## src/rtl/ind_graph_pfgen.sv

```systemverilog
module ind_graph_pfgen #(
  parameter int NODES   = 4,
  parameter int EDGES   = 8,
  parameter int AW      = 32,
  parameter int IW      = 16,
  parameter int SW      = 8,
  parameter int LINE_SH = 6,
  localparam int NB = $clog2(NODES),
  localparam int EB = $clog2(EDGES),
  localparam int CW = AW + IW + SW
) (
  input  logic          clk,
  input  logic          rst_n,
  input  logic          cfg_we,
  input  logic [1:0]    cfg_tbl,
  input  logic [EB-1:0] cfg_addr,
  input  logic [CW-1:0] cfg_wdata,
  output logic [CW-1:0] cfg_rdata,
  input  logic          fill_valid,
  input  logic [NB-1:0] fill_node,
  input  logic [IW-1:0] fill_lo,
  input  logic [IW-1:0] fill_hi,
  output logic          busy,
  output logic          pf_valid,
  output logic [AW-1:0] pf_addr,
  output logic [NB-1:0] pf_node
);

  logic [AW-1:0] nbase [NODES];
  logic [IW-1:0] ncnt  [NODES];
  logic [SW-1:0] nsize [NODES];
  logic [1:0]    etype [EDGES];
  logic [NB-1:0] edst  [EDGES];
  logic          ivld  [EDGES];
  logic [NB-1:0] isrc  [EDGES];

  logic          in_rng, first, rng_emit;
  logic [EB-1:0] eidx;
  logic [NB-1:0] src_q;
  logic [IW-1:0] lo_q, hi_q, cur;
  logic [AW-LINE_SH-1:0] last_line;

  wire [NB-1:0] na = cfg_addr[NB-1:0];

  always_ff @(posedge clk) begin
    if (!rst_n) begin
      for (int n = 0; n < NODES; n++) begin
        nbase[n] <= '0;
        ncnt[n]  <= '0;
        nsize[n] <= '0;
      end
      for (int e = 0; e < EDGES; e++) begin
        etype[e] <= '0;
        edst[e]  <= '0;
        ivld[e]  <= 1'b0;
        isrc[e]  <= '0;
      end
    end else if (cfg_we) begin
      case (cfg_tbl)
        2'd0: begin
          nbase[na] <= cfg_wdata[AW-1:0];
          ncnt[na]  <= cfg_wdata[AW+IW-1:AW];
          nsize[na] <= cfg_wdata[CW-1:AW+IW];
        end
        2'd1: begin
          edst[cfg_addr]  <= cfg_wdata[NB-1:0];
          etype[cfg_addr] <= cfg_wdata[NB+1:NB];
        end
        2'd2: begin
          isrc[cfg_addr] <= cfg_wdata[NB-1:0];
          ivld[cfg_addr] <= cfg_wdata[NB];
        end
        default: ;
      endcase
    end
  end

  always_comb begin
    case (cfg_tbl)
      2'd0:    cfg_rdata = {nsize[na], ncnt[na], nbase[na]};
      2'd1:    cfg_rdata = CW'({etype[cfg_addr], edst[cfg_addr]});
      2'd2:    cfg_rdata = CW'({ivld[cfg_addr], isrc[cfg_addr]});
      default: cfg_rdata = '0;
    endcase
  end

  wire          hit    = ivld[eidx] && (isrc[eidx] == src_q);
  wire [NB-1:0] dst    = edst[eidx];
  wire [IW-1:0] idx    = in_rng ? cur : lo_q;
  wire [AW-1:0] addr   = nbase[dst] + AW'(idx) * AW'(nsize[dst]);
  wire          in_cnt = idx < ncnt[dst];
  wire          last_e = (eidx == EB'(EDGES - 1));
  wire          rng_go = (cur < hi_q) && in_cnt;
  wire [AW-LINE_SH-1:0] line = addr[AW-1:LINE_SH];

  always_ff @(posedge clk) begin
    if (!rst_n) begin
      busy      <= 1'b0;
      in_rng    <= 1'b0;
      first     <= 1'b0;
      rng_emit  <= 1'b0;
      eidx      <= '0;
      src_q     <= '0;
      lo_q      <= '0;
      hi_q      <= '0;
      cur       <= '0;
      last_line <= '0;
      pf_valid  <= 1'b0;
      pf_addr   <= '0;
      pf_node   <= '0;
    end else begin
      pf_valid <= 1'b0;
      rng_emit <= 1'b0;
      if (!busy) begin
        if (fill_valid) begin
          busy   <= 1'b1;
          eidx   <= '0;
          in_rng <= 1'b0;
          src_q  <= fill_node;
          lo_q   <= fill_lo;
          hi_q   <= fill_hi;
        end
      end else if (!in_rng) begin
        if (hit && etype[eidx] == 2'd1) begin
          in_rng <= 1'b1;
          cur    <= lo_q;
          first  <= 1'b1;
        end else begin
          if (hit && etype[eidx] == 2'd0 && in_cnt) begin
            pf_valid <= 1'b1;
            pf_addr  <= addr;
            pf_node  <= dst;
          end
          if (last_e) busy <= 1'b0;
          else        eidx <= eidx + 1'b1;
        end
      end else if (rng_go) begin
        if (first || line != last_line) begin
          pf_valid <= 1'b1;
          rng_emit <= 1'b1;
          pf_addr  <= addr;
          pf_node  <= dst;
        end
        last_line <= line;
        first     <= 1'b0;
        cur       <= cur + 1'b1;
      end else begin
        in_rng <= 1'b0;
        if (last_e) busy <= 1'b0;
        else        eidx <= eidx + 1'b1;
      end
    end
  end

endmodule

```

## config.mk

```make
export PLATFORM = sky130hd
export DESIGN_NAME = ind_graph_pfgen
export DESIGN_NICKNAME = d
export VERILOG_FILES = /design/src/rtl/ind_graph_pfgen.sv
export SDC_FILE = /design/constraint.sdc
export NUM_CORES = 1
export LEC_CHECK = 0
export BUFFER_PORTS_ARGS = -buffer_cell sky130_fd_sc_hd__buf_2
export CAP_MARGIN = 15
export CORE_ASPECT_RATIO = 1.25
export CORE_UTILIZATION = 56
export DETAILED_ROUTE_END_ITERATION = 7
export PLACE_DENSITY = 0.75
export SYNTH_ARGS = -nofsm -noshare
export SYNTH_HDL_FRONTEND = slang
export SYNTH_SLANG_ARGS = --single-unit
```

## constraint.sdc

```tcl
create_clock -name clk -period 12.2 [get_ports clk]
set_clock_uncertainty 0.1 [all_clocks]
set_input_delay 0.61 -clock clk [delete_from_list [all_inputs] [get_ports clk]]
set_output_delay 0.61 -clock clk [all_outputs]
set_load 0.05 [all_outputs]
```

==> run summary, run 1 <==
outcome = completed
GRT Util Overall = 30.5%
Worst-path clk slew = 0.07 ns
H-tree levels = 2
total core area = 0.0465 mm^2
#FFs+latches synth = 400
cell count after synthesis = 2719
Slew Limit Fails = 0
Worst EP arrival = 10.71 ns
share of layout cells above drive strength 1 = 14.6%
Tcrit/Tclk final = 84.3%
number of max-cap violations = 0
Site Rows = 88
post-DP HPWL = 50.9 mm
CTS tree = yes
synthesized area per cell = 9.77 um^2
vias per inst = 6.01
per-cell routed wire length = 21.0 um
DRT iter0 DRCs = 1759
Final Hold Viols = 0
IO Pins = 191
Worst-Margin Slew = 1.08 ns
VDD IR max = 0.121 mV
max incr delay on CP = 0.92 ns
Sink Count = 400
most common cell after layout, fill and taps aside = nand2_1
Max-slew headroom = 28.2%
Synth cell types = 82
fill count = 3800
Root Buffer = clkbuf_16
Synth Cell Area = 0.0266 mm^2
full die area = 0.0483 mm^2
Max Root-Sink Buffers = 3
WP data required = 12.63 ns
final setup vio count = 0
Worst setup EP type = flip-flop
fin nets = 3089
Hold Buf Count CTS = 0
Die W = 197 um
Most used DFF post-synth = edfxtp_1
Routed Antenna Nets = 0
RSZ-0062 raised after global routing = no
mux cell area share after synthesis = 9.39%
clock buffer count from CTS = 42
Die Y = 246 um
register area share after synthesis = 40.4%
via count = 20856
Hold Slack = 0.167 ns
Adder-Cell Fraction of Synth Area = 11.8%
critical path fanouts, max = 51
Critical Path Slowest Stage Cell = dfxtp_1
clock insertion delay at the later pin of the skew report = 0.59 ns
vias in the first global route = 20878
most frequent cells in the layout = 417 x nand2_1, 272 x edfxtp_1, 231 x and2_1, 188 x buf_2, 176 x inv_1
Post-Syn Nets = 3005
crit path kind = reg -> reg
FFs w/ async S/R, synth = 0%
PortBufs = 190
Fmax = 97.2 MHz
Critical Path Start Type = flip-flop
Post-synth EDFFs = 272
Cell Pwr Density = 150 mW/mm^2
synth warn = 0
Syn-to-layout area delta = 10.8%
post-CTS resize count = 0
first-pass GRT wire length = 114 mm
Overflow after GRT = 0
Starting Density = 57.2%
delay-heaviest family, CP = simple AND/OR/NAND/NOR gates
Setup Buffers After CTS = 0
leakage = 12.5 nW
hold crit path type = in -> reg
largest family of logic cells by synthesized area = simple AND/OR/NAND/NOR gates
GPL Wtd Cong = 0.931
largest net degree at the start of global routing = 113
Initial DRT Pass Iterations = 5
crit-path most repeated cell = fa_1
Synth Area in Compound Gates = 9.60%
critical path buffer and inverter count = 5
Fin Setup TNS = 0 ns
DRC errors left = 0
Post-Synth Simple-Gate Area = 21.6%
xor/xnor share of the synthesized area = 1.91%
final wirelength = 72.8 mm
initial antenna violation count = 5
Final min period = 10.29 ns
[kinds of logic after synthesis]
family,count (synthesis)
buf+inv,364
mux,153
flops,400
xor+xnor,53
compound gates,400
simple gates,1162
fa+ha+maj,187
[sequential cells by signal (all words and copies together), names as in the netlist, named ones only]
| signal | count |
|---|---|
| cur | 16 |
| src_q | 2 |
| in_rng | 1 |
| last_line | 26 |
| isrc | 16 |
| nbase | 128 |
| busy | 1 |
| pf_valid | 1 |
| nsize | 32 |
| lo_q | 16 |
| pf_node | 2 |
| eidx | 3 |
| ncnt | 64 |
| hi_q | 16 |
| edst | 16 |
| pf_addr | 32 |
| first | 1 |
| etype | 16 |
| ivld | 8 |
[where the power goes]
part | switching (mW) | leakage, nW | internal, mW
logic | 0.996 | 8.19 | 0.540
registers | 0.0387 | 3.63 | 1.51
clock network | 0.559 | 0.716 | 0.785
[path summary, 6_finish.rpt]
path	startpoint	endpoint	slack (ns)	depth (start not counted)
setup / recovery	flip-flop	pf_addr[31]$_SDFFE_PN0P_	1.91	27
hold / removal	fill_node[1]	src_q[1]$_SDFFE_PN0P_	0.17	3
setup reg to reg	flip-flop	pf_addr[31]$_SDFFE_PN0P_	1.91	27
hold reg to reg	pf_addr[27]$_SDFFE_PN0P_	pf_addr[27]$_SDFFE_PN0P_	0.36	2
[layout make-up]
cell class | instances | area [um^2] | area share (%)
multi-input cells | 1955 | 14500 | 49.4
flip-flops and latches | 400 | 10700 | 36.5
clock buffers | 53 | 1160 | 3.93
well taps | 630 | 788 | 2.68
repair buffers | 226 | 1250 | 4.23
clock inverters | 25 | 297 | 1.01
inverters | 178 | 668 | 2.27
diodes | 3 | 7.51 | 0.0255
[cell usage after synthesis (4+ instances only)]
cell type	n	area [um^2]
o21ai_1	7	35.0
ha_1	81	1010
xnor2_1	37	324
o22ai_1	5	31.3
a21o_1	15	113
mux2_2	8	90.1
or3_1	8	50.1
nand2_1	417	1570
xor2_1	12	105
and3_1	91	569
a32oi_1	6	52.6
a21oi_1	97	485
clkbuf_1	160	601
nand3b_1	4	30.0
a211oi_1	34	255
buf_1	17	63.8
nand2b_1	28	175
nor3_1	21	105
o21a_1	4	30.0
and2_1	231	1450
mux2i_1	68	681
buf_2	4	20.0
nand3_1	73	365
nor2b_1	67	419
inv_1	176	661
buf_6	5	56.3
nand4_1	13	81.3
nor3b_1	6	45.0
o21ai_0	119	596
a2bb2oi_1	25	219
edfxtp_1	272	8170
mux4_2	75	1690
o311ai_1	25	219
a31oi_1	19	119
fa_1	106	2120
dfxtp_1	128	2560
or2_2	4	25.0
nor2_1	177	664
[stage by stage]
stage | setup slack, ns | total power [mW] | utilization (%) | instances | area [um^2]
CTS | 2.00 | 4.44 | 63.3 | 3466 | 29400
detailed placement | 2.09 | 3.10 | 60.2 | 3388 | 28000
finish | 1.91 | 4.43 | 63.3 | 3470 | 29400
floorplan | 3.78 | 2.62 | - | 2719 | 26600
global placement | 2.22 | 3.08 | 60.2 | 3388 | 28000
global route | 1.12 | 4.63 | 63.3 | 3468 | 29400
[worst min-delay path: stages]
cell and delay [ns]:
buf_2 0.09, nand2_1 0.05, a21oi_1 0.05
[metal layers]
| layer | track usage, % | wire length, um |
|---|---|---|
| met1 | 38.4 | 28900 |
| met2 | 52.5 | 36500 |
| met3 | 4.53 | 4980 |
| met4 | 12.4 | 2470 |
| met5 | 0 | 27 |
(Power assumes the default switching activity.)
==> inputs of run 2 (changes only) <==
--- a/config.mk
+++ b/config.mk
@@ -10,7 +10,7 @@
 export CORE_ASPECT_RATIO = 1.25
 export CORE_UTILIZATION = 56
 export DETAILED_ROUTE_END_ITERATION = 7
-export PLACE_DENSITY = 0.75
+export PLACE_DENSITY = 0.78
 export SYNTH_ARGS = -nofsm -noshare
 export SYNTH_HDL_FRONTEND = slang
 export SYNTH_SLANG_ARGS = --single-unit
==> constraint.sdc (replaced) <==
create_clock -name clk -period 9 [get_ports clk]
set_clock_uncertainty 0.1 [all_clocks]
set_input_delay 0.45 -clock clk [delete_from_list [all_inputs] [get_ports clk]]
set_output_delay 0.45 -clock clk [all_outputs]
set_load 0.05 [all_outputs]
==> run summary, run 2 (synthesized netlist as in run 1, its figures left out) <==
Worst-path clk slew = 0.06 ns
Site Rows = 88
Most flops, register = nbase
Cell Pwr Density = 204 mW/mm^2
Max-slew headroom = 27.9%
Slew Limit Fails = 0
GRT Util Overall = 30.8%
WP depth = 24
DRT iter0 DRCs = 1956
CTS tree = yes
DRC errors left = 0
Starting Density = 57.2%
fin nets = 3145
VDD IR max = 0.173 mV
delay-heaviest family, CP = simple AND/OR/NAND/NOR gates
met3 Usage GRT = 4.57%
crit path kind = reg -> reg
Root Buffer = clkbuf_16
post-DP HPWL = 52.2 mm
critical path fanouts, max = 32
r2r worst-path depth = 24
outcome = completed
full die area = 0.0483 mm^2
critical path buffer and inverter count = 3
Syn-to-layout area delta = 12.7%
share of layout cells above drive strength 1 = 15.7%
Critical Path Slowest Stage Cell = o21ai_0
busiest grt layer = met2
met1 usage in global routing = 38.3%
final wirelength = 73.9 mm
max reg flops = 128
H-tree levels = 2
Critical Path Start Type = flip-flop
RSZ-0062 raised after global routing = no
CP Cell Sequence = mux4_2, mux2_4, buf_4, nand2_1, nand2_1, o21ai_0, fa_1, inv_1, fa_1, ha_1, inv_1, fa_1, fa_1, nand2b_1, a211oi_2, nor2_1, xnor2_1, xor2_1, or4_1, nand4bb_1, nor4bb_2, and4b_1, nand2_2, o311ai_1
vias per inst = 5.98
Regs by FF count = nbase x128, ncnt x64
largest net degree at the start of global routing = 97
PortBufs = 190
Max Root-Sink Buffers = 3
number of max-cap violations = 0
Final min period = 8.56 ns
Tcrit/Tclk final = 95.1%
most common cell after layout, fill and taps aside = nand2_1
initial antenna violation count = 7
Sink Count = 400
GR Util met2 = 52.3%
Die Y = 246 um
hold crit path type = in -> reg
final setup vio count = 0
WP data required = 9.36 ns
clock insertion delay at the later pin of the skew report = 0.58 ns
Worst-Margin Slew = 1.08 ns
max incr delay on CP = 0.66 ns
Fin Setup TNS = 0 ns
vias in the first global route = 21440
most frequent cells in the layout = 417 x nand2_1, 272 x edfxtp_1, 231 x and2_1, 188 x buf_2, 176 x inv_1
hold depth = 3
final core area utilization = 64.4%
Overflow after GRT = 0
Fmax = 117 MHz
first-pass GRT wire length = 116 mm
Routed Antenna Nets = 0
Initial DRT Pass Iterations = 5
per-cell routed wire length = 20.9 um
Worst EP arrival = 8.92 ns
IO Pins = 191
via count = 21121
fill count = 3710
leakage = 12.8 nW
clock buffer count from CTS = 42
Worst setup EP type = flip-flop
fin worst setup slack = 0.445 ns
total core area = 0.0465 mm^2
GPL Wtd Cong = 0.958
Final Hold Viols = 0
Die W = 197 um
crit-path most repeated cell = fa_1
DP Worst Slack = 0.0991 ns
[run 2: cell type report]
cell class	instances	area, um^2	area share, %
antenna	8	20.0	0.0669
clock inverter	22	267	0.890
inverter	178	668	2.23
tap	630	788	2.63
clock buffer	55	1170	3.92
multi-input combinational	1955	14600	48.7
sequential	400	10700	35.8
timing repair buffer	282	1730	5.77
[run 2: tightest hold or removal path, cell delays in order]
cell	delay, ns
buf_2	0.10
nand2_1	0.05
a21oi_1	0.05
[run 2: timing repair]
item,CTS,global route
setup buffers,0,10
hold buffers,16,0
gates resized for setup,0,10
hold endpoints to repair,16,0
setup endpoints to repair,0,35
[run 2: path summary, 6_finish.rpt]
check                           slack (ns)                       end                startpoint
worst max-delay path                  0.44  pf_addr[15]$_SDFFE_PN0P_                 flip-flop
worst min-delay path                  0.02      hi_q[0]$_SDFFE_PN0P_                fill_hi[0]
worst max register to register        0.44  pf_addr[15]$_SDFFE_PN0P_                 flip-flop
worst min register to register        0.35  pf_addr[27]$_SDFFE_PN0P_  pf_addr[27]$_SDFFE_PN0P_
[run 2: report_power, final]
| part | total (mW) | internal, mW | switching [mW] |
|---|---|---|---|
| combinational | 2.15 | 0.787 | 1.37 |
| clock | 1.84 | 1.09 | 0.749 |
| sequential | 2.10 | 2.05 | 0.0519 |
[run 2: metal layers]
| metal | wire length (um) | part of all wire, % |
|---|---|---|
| met2 | 36500 | 49 |
| met4 | 3310 | 4.5 |
| met3 | 4880 | 6.6 |
| met5 | 17 | 0.023 |
| met1 | 29200 | 40 |
[run 2: metrics by stage]
step | hold slack (ns) | power [mW] | cells | cell area, um^2
5_1_grt | 0.0150 | 6.37 | 3527 | 29900
3_5_place_dp | 0.343 | 4.23 | 3419 | 28200
2_1_floorplan | 0.328 | 3.55 | 2719 | 26600
4_1_cts | 0.000325 | 6.07 | 3512 | 29800
6_report | 0.0191 | 6.09 | 3530 | 29900
3_3_place_gp | 0.344 | 4.19 | 3419 | 28200
==> inputs of run 3 (changes only) <==
--- a/config.mk
+++ b/config.mk
@@ -9,6 +9,7 @@
 export CAP_MARGIN = 15
 export CORE_ASPECT_RATIO = 1.25
 export CORE_UTILIZATION = 56
+export CTS_BUF_LIST = sky130_fd_sc_hd__clkbuf_8
 export DETAILED_ROUTE_END_ITERATION = 7
 export PLACE_DENSITY = 0.78
 export SYNTH_ARGS = -nofsm -noshare
==> run summary, run 3 (synthesized netlist as in run 1, its figures left out) <==
post-DP HPWL = 52.2 mm
final wirelength = 74.8 mm
clock insertion delay at the later pin of the skew report = 0.67 ns
Root Buffer = clkbuf_8
Worst-path clk slew = 0.06 ns
Tcrit/Tclk final = 95.0%
H-tree levels = 3
Worst EP arrival = 9.00 ns
max incr delay on CP = 0.67 ns
fill count = 3683
DRC errors left = 0
Sink Count = 400
final setup vio count = 0
Final min period = 8.55 ns
Initial DRT Pass Iterations = 6
most common cell after layout, fill and taps aside = nand2_1
Fmax = 117 MHz
hold crit path type = in -> reg
Cell Pwr Density = 192 mW/mm^2
number of max-cap violations = 0
final core area utilization = 65.4%
Final Hold Viols = 0
final non-filler cell total = 3632
initial antenna violation count = 3
GRT Util Overall = 31.4%
Syn-to-layout area delta = 14.4%
PortBufs = 190
total core area = 0.0465 mm^2
vias per inst = 5.95
Hold Slack = 0.0373 ns
Max-slew headroom = 25.8%
per-cell routed wire length = 20.6 um
critical path fanouts, max = 32
CTS tree = yes
fin worst setup slack = 0.454 ns
Die W = 197 um
clock buffer count from CTS = 66
Overflow after GRT = 0
Die Y = 246 um
HP Start = cfg_wdata[27]
WP data required = 9.46 ns
Worst setup EP type = flip-flop
max reg flops = 128
Regs by FF count = nbase x128, ncnt x64
delay-heaviest family, CP = simple AND/OR/NAND/NOR gates
Starting Density = 57.2%
critical path buffer and inverter count = 3
DP Worst Slack = 0.0991 ns
Slew Limit Fails = 0
Site Rows = 88
first-pass GRT wire length = 118 mm
Max Root-Sink Buffers = 3
Routed Antenna Nets = 0
DRT iter0 DRCs = 1916
IO Pins = 191
final instance area = 0.0304 mm^2
RSZ-0062 raised after global routing = no
outcome = completed
Power Total = 5.83 mW
fin nets = 3236
full die area = 0.0483 mm^2
most frequent cells in the layout = 417 x nand2_1, 272 x edfxtp_1, 231 x and2_1, 198 x inv_1, 188 x buf_2
Worst-Margin Slew = 1.11 ns
GPL Wtd Cong = 0.958
Critical Path Slowest Stage Cell = o21ai_0
share of layout cells above drive strength 1 = 16.0%
VDD IR max = 0.128 mV
CP Cell Sequence = mux4_2, mux2_4, buf_4, nand2_1, nand2_1, o21ai_0, fa_1, inv_1, fa_1, ha_1, inv_1, fa_1, fa_1, nand2b_1, a211oi_2, nor2_1, xnor2_1, xor2_1, or4_1, nand4bb_1, nor4bb_2, and4b_1, nand2_2, o311ai_1
vias in the first global route = 22043
Critical Path Start Type = flip-flop
via count = 21614
DP Cell Count = 3419
Most flops, register = nbase
Fin Setup TNS = 0 ns
largest net degree at the start of global routing = 97
crit path kind = reg -> reg
crit-path most repeated cell = fa_1
leakage = 13.1 nW
Cell Area, Placed = 0.0282 mm^2
-- run 3: cell types whose count changed in the layout (fill, tap and decap cells not counted), sizes merged --
cell	change
clkinv	+7
bufinv	-4
diode	-6
clkinvlp	+1
inv	+21
dlygate4sd3	+67
clkbuf	+16
-- run 3: path summary, 6_finish.rpt --
kind                         endpoint  slack [ns]  cells after the start
max           pf_addr[7]$_SDFFE_PN0P_        0.45                     24
max reg2reg   pf_addr[7]$_SDFFE_PN0P_        0.45                     24
min reg2reg  pf_addr[27]$_SDFFE_PN0P_        0.35                      2
min            nbase[3][27]$_DFFE_PP_        0.04                      2
-- run 3: worst reg2reg max path, stage by stage (launching register included) --
cell and delay, ns:
dfxtp_1 0.53, mux4_2 0.60, mux2_4 0.38, buf_4 0.28, nand2_1 0.12, nand2_1 0.05
o21ai_0 0.67, fa_1 0.52, inv_1 0.08, fa_1 0.42, ha_1 0.28, inv_1 0.05
fa_1 0.49, fa_1 0.44, nand2b_1 0.21, a211oi_2 0.32, nor2_1 0.13, xnor2_1 0.34
xor2_1 0.11, or4_1 0.61, nand4bb_1 0.23, nor4bb_2 0.45, and4b_1 0.30, nand2_2 0.31
o311ai_1 0.41
-- run 3: metal layers --
| layer | GRT usage [%] | wire [um] |
|---|---|---|
| met1 | 38.3 | 28900 |
| met2 | 53.6 | 37200 |
| met3 | 4.50 | 5330 |
| met4 | 16.9 | 3420 |
| met5 | 0 | 13 |
-- run 3: power breakdown --
group | switching (mW) | total (mW) | internal (mW)
combinational | 1.37 | 2.18 | 0.806
clock | 0.765 | 1.56 | 0.791
sequential | 0.0515 | 2.10 | 2.05
total | 2.19 | 5.83 | 3.64
-- run 3: area by class of cell --
class | instances | area (um^2) | area share [%]
Clock buffer | 71 | 977 | 3.21
Multi-Input combinational cell | 1955 | 14600 | 47.9
Tap cell | 630 | 788 | 2.59
Clock inverter | 47 | 273 | 0.897
Antenna cell | 2 | 5.00 | 0.0165
Inverter | 178 | 668 | 2.20
Sequential cell | 400 | 10700 | 35.3
Timing Repair Buffer | 349 | 2390 | 7.85
-- run 3: what timing repair did --
item	4_1_cts	5_1_grt
hold buffers	83	0
endpoints found under the setup margin	0	35
endpoints found under the hold margin	204	0
setup buffers	0	10
gates resized for setup	0	10
